File: src/rtl/pwrseq_pkg.sv
package pwrseq_pkg;
  typedef enum logic [2:0] {
    ST_OFF,
    ST_SLEEP,
    ST_WAIT_OSC,
    ST_WINDOW,
    ST_ON
  } pwr_state_e;

  localparam int FLAG_W      = 8;
  localparam int FLG_FIELD   = 2;
  localparam int FLG_RXSTART = 6;
endpackage

File: src/rtl/pwrseq_trig.sv
module pwrseq_trig #(
  parameter int LVL_W = 3
) (
  input  logic             clk_i,
  input  logic             rst_ni,
  input  logic             en2_i,
  input  logic [LVL_W-1:0] lvl_i,
  input  logic [LVL_W-1:0] thr_i,
  output logic             en2_rise_o,
  output logic             hit_rise_o,
  output logic             hit_fall_o
);
  logic en2_q, hit_q, hit;

  // threshold 0 disables field detection
  assign hit = (thr_i != '0) && (lvl_i > thr_i);

  always_ff @(posedge clk_i or negedge rst_ni) begin
    if (!rst_ni) begin
      en2_q <= 1'b0;
      hit_q <= 1'b0;
    end else begin
      en2_q <= en2_i;
      hit_q <= hit;
    end
  end

  assign en2_rise_o = en2_i & ~en2_q;
  assign hit_rise_o = hit & ~hit_q;
  assign hit_fall_o = ~hit & hit_q;
endmodule

File: src/rtl/pwrseq_win.sv
module pwrseq_win #(
  parameter int WIN_CYC = 1356
) (
  input  logic clk_i,
  input  logic rst_ni,
  input  logic run_i,
  output logic last_o
);
  localparam int CW = (WIN_CYC > 2) ? $clog2(WIN_CYC) : 1;
  localparam logic [CW-1:0] LAST = CW'(WIN_CYC - 1);

  logic [CW-1:0] cnt_q;

  always_ff @(posedge clk_i or negedge rst_ni) begin
    if (!rst_ni)             cnt_q <= '0;
    else if (!run_i)         cnt_q <= '0;
    else if (cnt_q != LAST)  cnt_q <= cnt_q + 1'b1;
  end

  assign last_o = run_i && (cnt_q == LAST);
endmodule

File: src/rtl/pwrseq_irq.sv
module pwrseq_irq #(
  parameter int FLAG_W = 8
) (
  input  logic              clk_i,
  input  logic              rst_ni,
  input  logic [FLAG_W-1:0] set_i,
  input  logic              clr_i,
  output logic [FLAG_W-1:0] flags_o,
  output logic              irq_o
);
  for (genvar b = 0; b < FLAG_W; b++) begin : g_flag
    logic f_q;
    // set beats clear
    always_ff @(posedge clk_i or negedge rst_ni) begin
      if (!rst_ni)       f_q <= 1'b0;
      else if (set_i[b]) f_q <= 1'b1;
      else if (clr_i)    f_q <= 1'b0;
    end
    assign flags_o[b] = f_q;
  end

  assign irq_o = |flags_o;
endmodule

File: src/rtl/pwrseq_top.sv
module pwrseq_top
  import pwrseq_pkg::*;
#(
  parameter int LVL_W   = 3,
  parameter int WIN_CYC = 1356
) (
  input  logic              clk_i,
  input  logic              rst_ni,
  input  logic              en_i,
  input  logic              en2_i,
  input  logic              osc_ok_i,
  input  logic [LVL_W-1:0]  field_lvl_i,
  input  logic [LVL_W-1:0]  det_thr_i,
  input  logic              rx_start_i,
  input  logic              irq_rd_i,
  output logic              int_en_o,
  output logic              pwr_req_o,
  output logic              aux_on_o,
  output logic              clk_sel_hf_o,
  output logic              irq_o,
  output logic [FLAG_W-1:0] irq_flags_o
);
  pwr_state_e st_q, st_d;
  logic tgt_q, tgt_d;
  logic en2_rise, hit_rise, hit_fall, win_last;
  logic [FLAG_W-1:0] flag_set;
  pwr_state_e rest_st;
  logic at_rest, powered;

  pwrseq_trig #(.LVL_W(LVL_W)) u_trig (
    .clk_i      (clk_i),
    .rst_ni     (rst_ni),
    .en2_i      (en2_i),
    .lvl_i      (field_lvl_i),
    .thr_i      (det_thr_i),
    .en2_rise_o (en2_rise),
    .hit_rise_o (hit_rise),
    .hit_fall_o (hit_fall)
  );

  pwrseq_win #(.WIN_CYC(WIN_CYC)) u_win (
    .clk_i  (clk_i),
    .rst_ni (rst_ni),
    .run_i  (st_q == ST_WINDOW),
    .last_o (win_last)
  );

  assign rest_st = en2_i ? ST_SLEEP : ST_OFF;
  assign at_rest = (st_q == ST_OFF) || (st_q == ST_SLEEP);
  assign powered = (st_q == ST_WAIT_OSC) || (st_q == ST_WINDOW) || (st_q == ST_ON);

  always_comb begin
    st_d  = st_q;
    tgt_d = tgt_q;
    unique case (st_q)
      ST_OFF, ST_SLEEP: begin
        if (en_i) begin
          st_d  = ST_ON;
          tgt_d = 1'b0;
        end else if (en2_rise || hit_rise) begin
          st_d  = ST_WAIT_OSC;
          tgt_d = hit_rise;
        end else begin
          st_d = rest_st;
        end
      end
      ST_WAIT_OSC: if (osc_ok_i) st_d = en_i ? ST_ON : ST_WINDOW;
      ST_WINDOW: begin
        if (en_i)                                 st_d = ST_ON;
        else if (win_last || (tgt_q && rx_start_i)) st_d = rest_st;
      end
      ST_ON: if (!en_i) st_d = rest_st;
      default: st_d = ST_OFF;
    endcase
    if (st_d == ST_OFF || st_d == ST_SLEEP) tgt_d = 1'b0;
  end

  always_ff @(posedge clk_i or negedge rst_ni) begin
    if (!rst_ni) begin
      st_q  <= ST_OFF;
      tgt_q <= 1'b0;
    end else begin
      st_q  <= st_d;
      tgt_q <= tgt_d;
    end
  end

  always_comb begin
    flag_set = '0;
    flag_set[FLG_FIELD] = tgt_q && (((st_q == ST_WAIT_OSC) && osc_ok_i) ||
                                    (powered && hit_fall));
    flag_set[FLG_RXSTART] = tgt_q && rx_start_i &&
                            ((st_q == ST_WINDOW) || (st_q == ST_ON));
  end

  pwrseq_irq #(.FLAG_W(FLAG_W)) u_irq (
    .clk_i   (clk_i),
    .rst_ni  (rst_ni),
    .set_i   (flag_set),
    .clr_i   (irq_rd_i),
    .flags_o (irq_flags_o),
    .irq_o   (irq_o)
  );

  assign int_en_o     = powered;
  assign pwr_req_o    = (st_q == ST_WAIT_OSC) || (st_q == ST_WINDOW);
  assign aux_on_o     = !(st_q == ST_OFF);
  assign clk_sel_hf_o = (st_q == ST_WINDOW) || ((st_q == ST_ON) && osc_ok_i);

  logic unused_rest;
  assign unused_rest = at_rest;
endmodule

File: config.mk
export PLATFORM = sky130hd
export DESIGN_NAME = pwrseq_top
export DESIGN_NICKNAME = d
export VERILOG_FILES = /design/src/rtl/pwrseq_pkg.sv /design/src/rtl/pwrseq_trig.sv /design/src/rtl/pwrseq_win.sv /design/src/rtl/pwrseq_irq.sv /design/src/rtl/pwrseq_top.sv
export SDC_FILE = /design/constraint.sdc
export NUM_CORES = 1
export LEC_CHECK = 0
export BUFFER_PORTS_ARGS = -buffer_cell sky130_fd_sc_hd__clkbuf_2
export CORE_UTILIZATION = 30
export DETAILED_ROUTE_END_ITERATION = 6
export GPL_TIMING_DRIVEN = 0
export PLACE_DENSITY = 0.58
export SKIP_CTS_REPAIR_TIMING = 1
export SLEW_MARGIN = 10
export SYNTH_ARGS = -nofsm -noshare
export SYNTH_HDL_FRONTEND = slang
export SYNTH_HIERARCHICAL = 1
export SYNTH_SLANG_ARGS = --single-unit
File: constraint.sdc
create_clock -name clk_i -period 5 [get_ports clk_i]
set_input_delay 0 -clock clk_i [delete_from_list [all_inputs] [get_ports clk_i]]
set_output_delay 0 -clock clk_i [all_outputs]
set_load 0.005 [all_outputs]
## Word-level counts from Yosys, hierarchy flattened

Index checks and enable logic that the tools add are counted.

- Input port bits: 13
- Register bits: 19
- Word-level logic and storage cells: 68

- Multiplexer cells: 18
- $add $sub $neg: 1
- Magnitude comparators: 1
- Eq/ne operators: 8
- Reductions and logical operators: 27
- Bitwise operators: 6

Operators by type and width:

| kind | number |
|---|---|
| 11-bit two-way mux | 2 |
| 3-bit two-way mux | 6 |
| 3-bit one-hot mux with 4 select lines | 1 |
| 11-bit by 1-bit adder with 11-bit output (second input constant) | 1 |
| 11-bit == test (second input constant) | 1 |
| 11-bit inequality test (second input constant) | 1 |
| 1-bit logical AND | 8 |
| 1-bit logical OR | 8 |
| 1-bit two-way mux | 8 |
| 3-bit by 1-bit == test with 1-bit output (second input constant) | 2 |
| 3-bit by 2-bit == test with 1-bit output (second input constant) | 2 |
| 3-bit logical NOT | 2 |
| 2-bit nonzero test | 3 |
| 3-bit nonzero test | 2 |
| 2-bit OR reduction | 2 |
| 1-bit bitwise AND | 3 |
| 3-bit == test (second input constant) | 1 |
| 3-bit > comparator | 1 |
| 1-bit inverter | 3 |
| 2-bit two-way mux | 1 |
| 2-bit inequality test (second input constant) | 1 |
| 2-bit AND reduction | 1 |
| 1-bit logical NOT | 1 |

## Logic depth before layout (Yosys ltp)

Gate-level depths: netlist of the first run.

- Depth in word-level cells: 11
- Gate-level depth with buffers: 10
- Mapped depth without buffers: 9

## Hierarchy

The synthesis of the first run kept the hierarchy.

By module, submodules not included:

| module | area each (um^2) | instances | seq. area each (um^2) | cells an instance |
|---|---|---|---|---|
| pwrseq_win | 611.8 | 1 | 275.3 | 63 |
| pwrseq_irq | 341.6 | 1 | 200.2 | 28 |
| pwrseq_top | 335.3 | 1 | 100.1 | 45 |
| pwrseq_trig | 153.9 | 1 | 50.0 | 17 |

## Least setup slack after synthesis of the first run

Ideal clock, no wire load.

- Path kind: flip-flop to flip-flop
- Start: reg st_q[2]
- End: reg st_q[0]
- Library setup time: 0.129 ns
- Required time: 4.871 ns
- Setup slack: 3.077 ns
- Data arrival time: 1.794 ns
- Cell stages (with the launch flop): 11
- Cell sequence: dfrtp_1 > buf_6 > nand3b_1 > inv_1 > clkbuf_1 > inv_2 > nor4_1 > a21oi_1 > mux2_2 > nand2_1 > a31oi_1

- Word-level cells in the longest chain between the ends: 6
- Elaborated cells on any way between the ends: 11

Ends and longest elaborated chain:

| item | RTL line | source |
|---|---|---|
| start, declared | pwrseq_top.sv:23 | `pwr_state_e st_q, st_d;` |
| start signal, assigned | pwrseq_top.sv:83 | `st_q <= st_d;` |
| 3-bit by 2-bit == test with 1-bit output | pwrseq_top.sv:44 | `.run_i (st_q == ST_WINDOW),` |
| 1-bit logical AND | pwrseq_win.sv:20 | `assign last_o = run_i && (cnt_q == LAST);` |
| named net win_last | pwrseq_top.sv:25 | `logic en2_rise, hit_rise, hit_fall, win_last;` |
| 1-bit logical OR | pwrseq_top.sv:70 | `else if (win_last \|\| (tgt_q && rx_start_i)) st_d = rest_st;` |
| 3-bit two-way mux | pwrseq_top.sv:70 |  |
| 3-bit two-way mux | pwrseq_top.sv:69 | `if (en_i) st_d = ST_ON;` |
| 3-bit one-hot mux with 4 select lines | pwrseq_top.sv:55 | `unique case (st_q)` |
| named net st_d[0] | pwrseq_top.sv:23 |  |

The timed path passes the listed nets, and every way through them passes these cells.
A chain may end at the register's enable or synchronous reset.

## Worst setup path after layout of the first run

Ends and elaborated chain as after synthesis.

==> results of run 1 <==
==> layout make-up <==
cell class,instances,area [µm²]
fillers,471,2750
multi-input cells,110,712
flip-flops and latches,25,626
repair buffers,28,155
plain buffers,10,75.1
well taps,52,65.1
inverters,13,48.8
clock buffers,3,41.3
clock inverters,1,5.00
==> critical path: cells and delay by family (launching register included) <==
family	cells	cell delay (ns)
AND/OR/NAND/NOR	3	0.62
AO/OA/AOI/OAI	2	0.17
flip-flops	1	0.39
buffers and inverters	4	0.74
multiplexers	1	0.28
==> metal layers <==
metal	track usage (%)	vias up	part of all wire (%)	routed length, µm
li1	-	606	-	-
met5	0	-	0	0
met2	18.4	27	43	1230
met1	17.7	531	52	1480
met4	5.33	0	0.88	25
met3	1.69	2	3.5	100
==> through the flow <==
step	area, µm²	hold slack (ns)
5_1_grt	1730	0.0812
4_1_cts	1700	-0.238
2_1_floorplan	1460	-0.296
3_5_place_dp	1650	0.0739
6_report	1730	0.0693
3_3_place_gp	1650	0.0631
==> power by group through the flow <==
stage / Clock [mW] / Combinational (mW) / Sequential [mW]
floorplan: 0 / 0.0571 / 0.227
global placement: 0 / 0.0878 / 0.231
detailed placement: 0 / 0.0883 / 0.231
CTS: 0.129 / 0.0886 / 0.227
global route: 0.136 / 0.100 / 0.229
finish: 0.123 / 0.0896 / 0.227
==> synthesized netlist by cell type <==
| cell type | n |
|---|---|
| a21oi_1 | 9 |
| and2_2 | 1 |
| or4_1 | 3 |
| o31ai_1 | 3 |
| nand2_1 | 19 |
| dfrtp_1 | 25 |
| nor3_4 | 1 |
| nor4_1 | 4 |
| nor2_1 | 6 |
| clkbuf_1 | 1 |
| conb_1 | 1 |
| buf_6 | 1 |
| o22ai_1 | 1 |
| a31o_2 | 1 |
| o211ai_1 | 1 |
| a31oi_1 | 2 |
| buf_4 | 8 |
| nand3_1 | 5 |
| a21o_2 | 1 |
| a32oi_1 | 1 |
| o21ai_1 | 1 |
| xor2_1 | 2 |
| nand3b_1 | 2 |
| ha_1 | 5 |
| and3b_1 | 1 |
| a211oi_2 | 1 |
| a21boi_1 | 2 |
| o2111ai_1 | 1 |
| nor3b_1 | 1 |
| or3_1 | 3 |
| mux2i_1 | 3 |
| nor3_1 | 2 |
| nor2b_1 | 2 |
| o21ai_0 | 5 |
| mux2_2 | 1 |
| inv_2 | 2 |
| a21o_1 | 8 |
| or4b_4 | 1 |
| nand4_2 | 1 |
| nand4bb_1 | 1 |
| nand2b_1 | 2 |
| nand2b_2 | 1 |
| inv_1 | 11 |
==> cells by family (layout without fill, tap and decap cells) <==
| group | count (synthesis) | in the layout |
|---|---|---|
| simple gates | 56 | 56 |
| compound gates | 37 | 37 |
| flops | 25 | 25 |
| buf+inv | 23 | 55 |
| fa+ha+maj | 5 | 5 |
| mux | 4 | 4 |
| xor+xnor | 2 | 2 |
| other cells | 1 | 6 |
==> path summary, 6_finish.rpt <==
kind	start	depth (start not counted)	slack [ns]	to
setup / recovery	st_q[2]	10	2.68	st_q[0]
hold / removal	rx_start_i	4	0.07	u_irq/g_flag[6].f_q
setup reg to reg	st_q[2]	10	2.68	st_q[0]
hold reg to reg	u_irq/g_flag[3].f_q	1	0.52	u_irq/g_flag[3].f_q
max in group asynchronous	rst_ni	2	4.28	u_win/cnt_q[8]
min in group asynchronous	rst_ni	2	0.29	u_trig/hit_q
==> sequential cells by signal, indices dropped and copies added, names as in the netlist <==
name              flops
u_irq/g_flag.f_q      8
u_win/cnt_q          11
u_trig/hit_q          1
st_q                  3
u_trig/en2_q          1
tgt_q                 1
==> summary.txt, run 1 <==
Final layout
  – Most frequent cells in the layout: clkbuf_2, dfrtp_1, nand2_1
  – # diodes: 0
  – Area grow syn2layout: 19.8%
  – Fin cells: 242
  – Total Nets Final: 209
  – Layout cell share with drive strength beyond 1: 25.8%
  – Final design utilization: 38.6%

Setup path
  – Max stage delay on crit path: 0.39 ns
  – WP data required: 5.16 ns
  – CP Class: flop to flop
  – CP max stage cell: dfrtp_1
  – Crit. End Element: flop
  – CP max FO: 10
  – Worst EP arrival: 2.48 ns
  – Startpoint types: flop
  – CP cell instances: buf_6 > nand3b_1 > inv_1 > clkbuf_1 > inv_2 > nor4_1 > a21oi_1 > mux2_2 > nand2_1 > a31oi_1

Power
  – Leak Pwr: 0.824 nW
  – Switch Pwr: 0.127 mW
  – Switching Fraction: 28.9%
  – Clock power share: 28.1%
  – Sequential share of power: 51.6%
  – P_int: 0.313 mW
  – Pwr Total: 0.440 mW
  – Cell Pwr Density: 254 nW/µm²
  – Comb pwr share: 20.4%
  – Maximum vdd ir drop: 0.000125 V

GRT
  – First-pass GRT wire length: 4.96 mm
  – Vias in the first global route: 1084
  – Initial antenna violation count: 0
  – Total track usage: 12.3%
  – GR Overflow Total: 0
  – Largest net degree at the start of global routing: 26

Placed design
  – Setup Slack @ Placement: 2.71 ns
  – Detailed Place HPWL: 2.08 mm
  – I/O Buffers: 25
  – Placed Cells: 235
  – Routability cong.: 0.794

STA
  – Max Slew Vio Count: 0
  – Period utilisation layout: 46.3%
  – TNS Setup: 0 ns
  – Worst rel slew slack: 55.9%
  – Final setup fails: 0
  – Worst-Margin Slew: 0.661 ns
  – F_max: 432 MHz
  – Final setup margin: 2.68 ns
  – Final Hold Viols: 0
  – Skew final: 0.0118 ns
  – RSZ-0062 raised after global routing: false
  – Tmin final: 2.32 ns

Synth
  – Synth cell types: 43
  – Synthesized flop and latch total: 25
  – Syn Inst Count: 153
  – Mux cell area share after synthesis: 2.86%
  – Synth Area in Compound Gates: 17.1%
  – Synth warn: 6
  – Adder-cell share of the synthesized area: 4.34%
  – Main combinational cell family by area after synthesis: simple AND/OR/NAND/NOR gates
  – Synth top area share: 43.4%
  – Seq/Total Area, Yosys: 43.4%
  – Simple-Gate Fraction of Synth Area: 22.3%
  – Synth Cell Area: 1440 µm²
  – Synth Area in XOR/XNOR: 1.21%
  – Largest cells by area after synthesis: dfrtp_1, nand2_1, ha_1, a21o_1, buf_4
  – Largest area contributor in the netlist: dfrtp_1
  – Average size of a mapped cell: 9.43 µm²

Clock network
  – Sink Count: 25
  – Clk_lat worst skew: 0.27 ns
  – CTS max path bufs: 2
  – CTS Root Cell: clkbuf_8
  – CTS tree: done
  – Total CTS buffers: 3
  – H-tree depth: 1
  – Clock transition at the registers of the reported paths: 0.10 ns

Detailed routing
  – Vias per cell: 4.82
  – DRC viols: 3
  – Avg WL per Cell: 11.8 µm
  – Vias: 1166
  – TritonRoute pass-1 iters: 6
  – Initial DRC count: 80
  – Final antenna-violating net count: 0
  – Routed wire length: 2.85 mm

Die
  – Placeable Area: 4470 µm²
  – I/O pin count: 26
  – DIE AREA: 5090 µm²
  – Die height: 71.3 µm
  – Initial Utilization: 32.2%
  – # rows: 24
  – Die W: 71.3 µm

Outcome
  – Outcome: finished, violations left
  – Failing checks: design-rule violations

Job
  – Max-cap viol count: 0

Min path
  – Hold/Removal Path Class: primary input to flop
(Power assumes the default switching activity.)
==> run 2, diff against run 1 <==
--- a/config.mk
+++ b/config.mk
@@ -9,7 +9,7 @@
 export CORE_UTILIZATION = 30
 export DETAILED_ROUTE_END_ITERATION = 6
 export GPL_TIMING_DRIVEN = 0
-export PLACE_DENSITY = 0.58
+export PLACE_DENSITY = 0.6
 export SKIP_CTS_REPAIR_TIMING = 1
 export SLEW_MARGIN = 10
 export SYNTH_ARGS = -nofsm -noshare
==> constraint.sdc (replaced) <==
create_clock -name clk_i -period 2.09 [get_ports clk_i]
set_input_delay 0 -clock clk_i [delete_from_list [all_inputs] [get_ports clk_i]]
set_output_delay 0 -clock clk_i [all_outputs]
set_load 0.005 [all_outputs]
==> summary.txt, run 2 (same netlist as run 1, synthesis figures left out) <==
Min path
  – Hold/Removal Path Class: primary input to flop
  – HP Start: rx_start_i
  – Worst hold path depth: 4 (unchanged)
  – Worst hold endpoint: st_q[1]

Final layout
  – Filler Cell Count: 471 (unchanged)
  – # diodes: 0 (unchanged)
  – Top Registers: u_win/cnt_q x11, u_irq/g_flag.f_q x8, st_q x3
  – Layout cell share with drive strength beyond 1: 27.4% (+1.6 points)
  – Total Nets Final: 209 (unchanged)
  – Max reg flops: 11 (unchanged)
  – Fin cells: 242 (unchanged)
  – Final Cell Area: 1750 µm² (+1.1%)
  – Top reg by flops: u_win/cnt_q
  – Area grow syn2layout: 21.1%
  – Most frequent cells in the layout: clkbuf_2, dfrtp_1, nand2_1

Clock network
  – CTS max path bufs: 2 (unchanged)
  – Clk_lat worst skew: 0.27 ns (about the same)
  – CTS tree: done
  – H-tree depth: 1 (unchanged)
  – Sink Count: 25 (unchanged)
  – Total CTS buffers: 3 (unchanged)
  – Clock transition at the registers of the reported paths: 0.09 ns (about the same)
  – CTS Root Cell: clkbuf_8

Setup path
  – FF-to-FF End: st_q[0]
  – CP max FO: 10 (unchanged)
  – WP data required: 2.24 ns (-2.92 ns)
  – CP Class: flop to flop
  – Startpoint types: flop
  – Worst EP arrival: 2.11 ns (-0.37 ns)
  – Crit. End Element: flop
  – Reg-to-Reg Start: st_q[2]
  – Worst R2R Setup Slack: 0.14 ns (-2.54 ns)
  – FF-to-FF path depth: 10 (unchanged)

Placed design
  – Setup Slack @ Placement: -0.156 ns (-2.87 ns)
  – I/O Buffers: 25 (unchanged)
  – Routability cong.: 0.785 (-1.2%)
  – Post-place instance area: 1650 µm² (unchanged)
  – Detailed Place HPWL: 2.04 mm (-1.7%)
  – Placed Cells: 235 (unchanged)

Detailed routing
  – Routed wire length: 2.85 mm (+0.28%)
  – DRC viols: 3 (unchanged)
  – Vias per cell: 4.88 (+1.2%)
  – Vias: 1180 (+1.2%)
  – Avg WL per Cell: 11.8 µm (+0.28%)
  – TritonRoute pass-1 iters: 6 (unchanged)
  – Final antenna-violating net count: 0 (unchanged)
  – Initial DRC count: 47 (-41%)

GRT
  – GR Util met2: 17.8% (-0.63 points)
  – Met1 usage: 15.9% (-1.8 points)
  – Total track usage: 11.7% (-0.54 points)
  – Initial antenna violation count: 0 (unchanged)
  – Met3 GRT Util: 3.38% (+1.7 points)
  – Largest net degree at the start of global routing: 26 (unchanged)
  – First-pass GRT wire length: 4.69 mm (-5.4%)
  – GR Overflow Total: 0 (unchanged)
  – Grt peak-use layer: met2
  – Vias in the first global route: 1042 (-3.9%)

Power
  – Leak Pwr: 0.842 nW (+2.2%)
  – Pwr Total: 1.04 mW (+140%)
  – Cell Pwr Density: 598 nW/µm² (+130%)
  – Maximum vdd ir drop: 0.000300 V (+140%)

STA
  – Final setup fails: 0 (unchanged)
  – Worst-Margin Slew: 0.624 ns (-0.0369 ns)
  – Skew final: 0.00145 ns (-0.0103 ns)
  – Period utilisation layout: 93.4% (+47 points)
  – Tmin final: 1.95 ns (-0.366 ns)
  – RSZ-0062 raised after global routing: false
  – F_max: 513 MHz (+19%)
  – Final setup margin: 0.139 ns (-2.54 ns)
  – Final Hold Viols: 0 (unchanged)
  – Worst rel slew slack: 58.4% (+2.5 points)
  – Max Slew Vio Count: 0 (unchanged)

Outcome
  – Outcome: finished, violations left
  – Failing checks: design-rule violations

Die
  – I/O pin count: 26 (unchanged)
  – # rows: 24 (unchanged)
  – Initial Utilization: 32.2% (unchanged)
  – Placeable Area: 4470 µm² (unchanged)
  – DIE AREA: 5090 µm² (unchanged)
  – Die height: 71.3 µm (unchanged)
  – Die W: 71.3 µm (unchanged)

Job
  – Max-cap viol count: 0 (unchanged)
[run 2: changes by cell type in the layout (fill, tap and decap cells not counted)]
cell / previous run / this run
buf_4: 8 / 9
nor4_4: 0 / 1
inv_1: 11 / 10
nor4_1: 4 / 3
inv_2: 2 / 3
clkbuf_1: 1 / 0
[run 2: report_power, final]
group / switching [mW] / leakage [nW] / internal [mW]
clock: 0.153 / 0.0255 / 0.133
sequential: 0.0325 / 0.323 / 0.510
combinational: 0.110 / 0.494 / 0.105
total: 0.295 / 0.842 / 0.749
[run 2: worst max-delay path by stage]
stage / slack, ns / to / start
after detailed placement: -0.16 / st_q[0] / st_q[2]
after floorplan: 0.17 / st_q[0] / st_q[2]
final: 0.14 / st_q[0] / st_q[2]
after global routing: 0.03 / st_q[0] / st_q[2]
after global placement: -0.16 / st_q[0] / st_q[2]
after CTS: -0.18 / st_q[0] / st_q[2]
[run 2: final cells by class]
class	instances	area [µm²]	area share, %
plain buffers	10	78.8	4.51
well taps	52	65.1	3.72
flip-flops and latches	25	626	35.8
clock inverters	1	5.00	0.287
clock buffers	3	41.3	2.36
inverters	13	48.8	2.79
repair buffers	28	155	8.88
multi-input cells	110	727	41.6
[run 2: per-stage QoR]
stage          utilization, %  TNS (ns)  hold WS (ns)
2_1_floorplan               -         0        -0.296
3_3_place_gp             36.9    -0.162        0.0614
3_5_place_dp             36.9    -0.156        0.0618
4_1_cts                  37.9    -0.192        -0.238
5_1_grt                  39.0         0        0.0855
6_report                 39.0         0        0.0824
[run 2: per-layer routing]
metal  routed length [µm]  vias to the layer above
met5                    0                        -
met4                   29                        0
met3                  112                        2
met2                 1300                       21
met1                 1420                      557
li1                     -                      600
[run 2: critical path, cell delays in order (launching register included)]
cell	delay, ns
dfrtp_1	0.39
buf_6	0.14
nand3b_1	0.18
inv_2	0.10
buf_4	0.15
inv_2	0.10
nor4_4	0.29
a21oi_1	0.09
mux2_2	0.27
nand2_1	0.06
a31oi_1	0.06
==> run 3, diff against run 2 <==
--- a/config.mk
+++ b/config.mk
@@ -6,6 +6,7 @@
 export NUM_CORES = 1
 export LEC_CHECK = 0
 export BUFFER_PORTS_ARGS = -buffer_cell sky130_fd_sc_hd__clkbuf_2
+export CORE_ASPECT_RATIO = 0.6
 export CORE_UTILIZATION = 30
 export DETAILED_ROUTE_END_ITERATION = 6
 export GPL_TIMING_DRIVEN = 0
==> summary.txt, run 3 (same netlist as run 1, synthesis figures left out) <==
Final layout
  – Fin cells: 253 (+4.5%)
  – Total Nets Final: 209 (unchanged)
  – Most frequent cells in the layout: clkbuf_2, dfrtp_1, nand2_1
  – # diodes: 0 (unchanged)
  – Final Cell Area: 1750 µm² (+0.29%)
  – Top Registers: u_win/cnt_q x11, u_irq/g_flag.f_q x8, st_q x3
  – Layout cell share with drive strength beyond 1: 26.8% (-0.53 points)
  – Max reg flops: 11 (unchanged)
  – Area grow syn2layout: 21.4%
  – Top reg by flops: u_win/cnt_q

Placed design
  – Placed Cells: 246 (+4.7%)
  – I/O Buffers: 25 (unchanged)
  – Routability cong.: 0.796 (+1.5%)
  – Post-place instance area: 1670 µm² (+0.83%)
  – Detailed Place HPWL: 2.22 mm (+8.4%)

Die
  – Initial Utilization: 31.4% (-0.80 points)
  – Die W: 91.5 µm (+28%)
  – Placeable Area: 4590 µm² (+2.5%)
  – DIE AREA: 5100 µm² (+0.18%)
  – Die height: 55.7 µm (-22%)
  – I/O pin count: 26 (unchanged)
  – # rows: 19 (-21%)

Setup path
  – WP data required: 2.24 ns (about the same)
  – CP max FO: 10 (unchanged)
  – CP max stage cell: dfrtp_1
  – Crit. End Element: flop
  – Worst EP arrival: 2.10 ns (about the same)
  – CP cell instances: buf_6 > nand3b_1 > inv_1 > buf_4 > inv_2 > nor4_2 > a21oi_1 > mux2_2 > nand2_1 > a31oi_1
  – Max stage delay on crit path: 0.39 ns (about the same)
  – CP Class: flop to flop
  – Startpoint types: flop

GRT
  – GR Overflow Total: 0 (unchanged)
  – First-pass GRT wire length: 5.02 mm (+7.1%)
  – Initial antenna violation count: 0 (unchanged)
  – Vias in the first global route: 1073 (+3.0%)
  – Largest net degree at the start of global routing: 26 (unchanged)
  – Total track usage: 12.4% (+0.69 points)

Detailed routing
  – Vias: 1165 (-1.3%)
  – Routed wire length: 2.90 mm (+1.5%)
  – Vias per cell: 4.60 (-5.6%)
  – Avg WL per Cell: 11.5 µm (-2.9%)
  – TritonRoute pass-1 iters: 4 (-2)
  – DRC viols: 0 (-3)
  – Initial DRC count: 58 (+23%)
  – Final antenna-violating net count: 0 (unchanged)

Power
  – Maximum vdd ir drop: 0.000299 V (-0.39%)
  – Leak Pwr: 0.828 nW (-1.7%)
  – Cell Pwr Density: 596 nW/µm² (-0.37%)

Clock network
  – Clk_lat worst skew: 0.27 ns (about the same)
  – Total CTS buffers: 3 (unchanged)
  – Clock transition at the registers of the reported paths: 0.09 ns (about the same)
  – CTS Root Cell: clkbuf_8
  – CTS max path bufs: 2 (unchanged)
  – CTS tree: done
  – H-tree depth: 1 (unchanged)
  – Sink Count: 25 (unchanged)

STA
  – Worst rel slew slack: 57.5% (-0.90 points)
  – Tmin final: 1.96 ns (+0.00463 ns)
  – Final setup fails: 0 (unchanged)
  – Period utilisation layout: 93.6% (+0.22 points)
  – F_max: 511 MHz (-0.24%)
  – RSZ-0062 raised after global routing: false
  – Final Hold Viols: 0 (unchanged)
  – Skew final: 0.00737 ns (+0.00591 ns)
  – Worst-Margin Slew: 0.637 ns (+0.0134 ns)
  – Max Slew Vio Count: 0 (unchanged)
  – Final hold slack: 0.0914 ns (+0.00895 ns)
  – TNS Setup: 0 ns (unchanged)

Min path
  – Hold/Removal Path Class: primary input to flop

Job
  – Max-cap viol count: 0 (unchanged)

Outcome
  – Outcome: complete, no violations
## run 3: routing by layer
layer  global-route usage [%]  share of wire, %
met1                     19.6                56
met2                     16.3                38
met3                     3.69               5.7
met4                     2.72              0.55
met5                        0                 0
## run 3: area by class of cell
class,count,area [µm²]
inverters,13,48.8
repair buffers,28,155
well taps,63,78.8
fillers,458,2840
flip-flops and latches,25,626
clock buffers,3,41.3
clock inverters,1,5.00
plain buffers,10,78.8
multi-input cells,110,718
## run 3: final timing paths
kind	startpoint	endpoint	slack, ns	depth (start not counted)
setup reg to reg	st_q[2]	st_q[0]	0.13	10
min in group asynchronous	rst_ni	u_win/cnt_q[6]	0.28	2
hold reg to reg	u_irq/g_flag[3].f_q	u_irq/g_flag[3].f_q	0.52	1
setup / recovery	st_q[2]	st_q[0]	0.13	10
hold / removal	rx_start_i	u_irq/g_flag[6].f_q	0.09	4
max in group asynchronous	rst_ni	u_win/cnt_q[2]	1.40	2
## run 3: worst max-delay path: cells and delay by family (launching register included)
family | cells | cell delay (ns)
multiplexers | 1 | 0.27
buffers and inverters | 4 | 0.50
flip-flops | 1 | 0.39
AO/OA/AOI/OAI | 2 | 0.16
AND/OR/NAND/NOR | 3 | 0.52
## run 3: through the flow
stage	util, %	setup WS (ns)	power [mW]
floorplan	-	0.167	0.680
detailed placement	36.3	-0.137	0.763
CTS	37.3	-0.155	1.06
global placement	36.3	-0.125	0.763
global route	38.2	0.0134	1.12
finish	38.2	0.134	1.04
## run 3: power breakdown
group | internal, mW | total (mW) | leakage [nW] | switching [mW]
logic | 0.105 | 0.215 | 0.480 | 0.110
clock network | 0.134 | 0.286 | 0.0255 | 0.153
registers | 0.510 | 0.542 | 0.323 | 0.0317
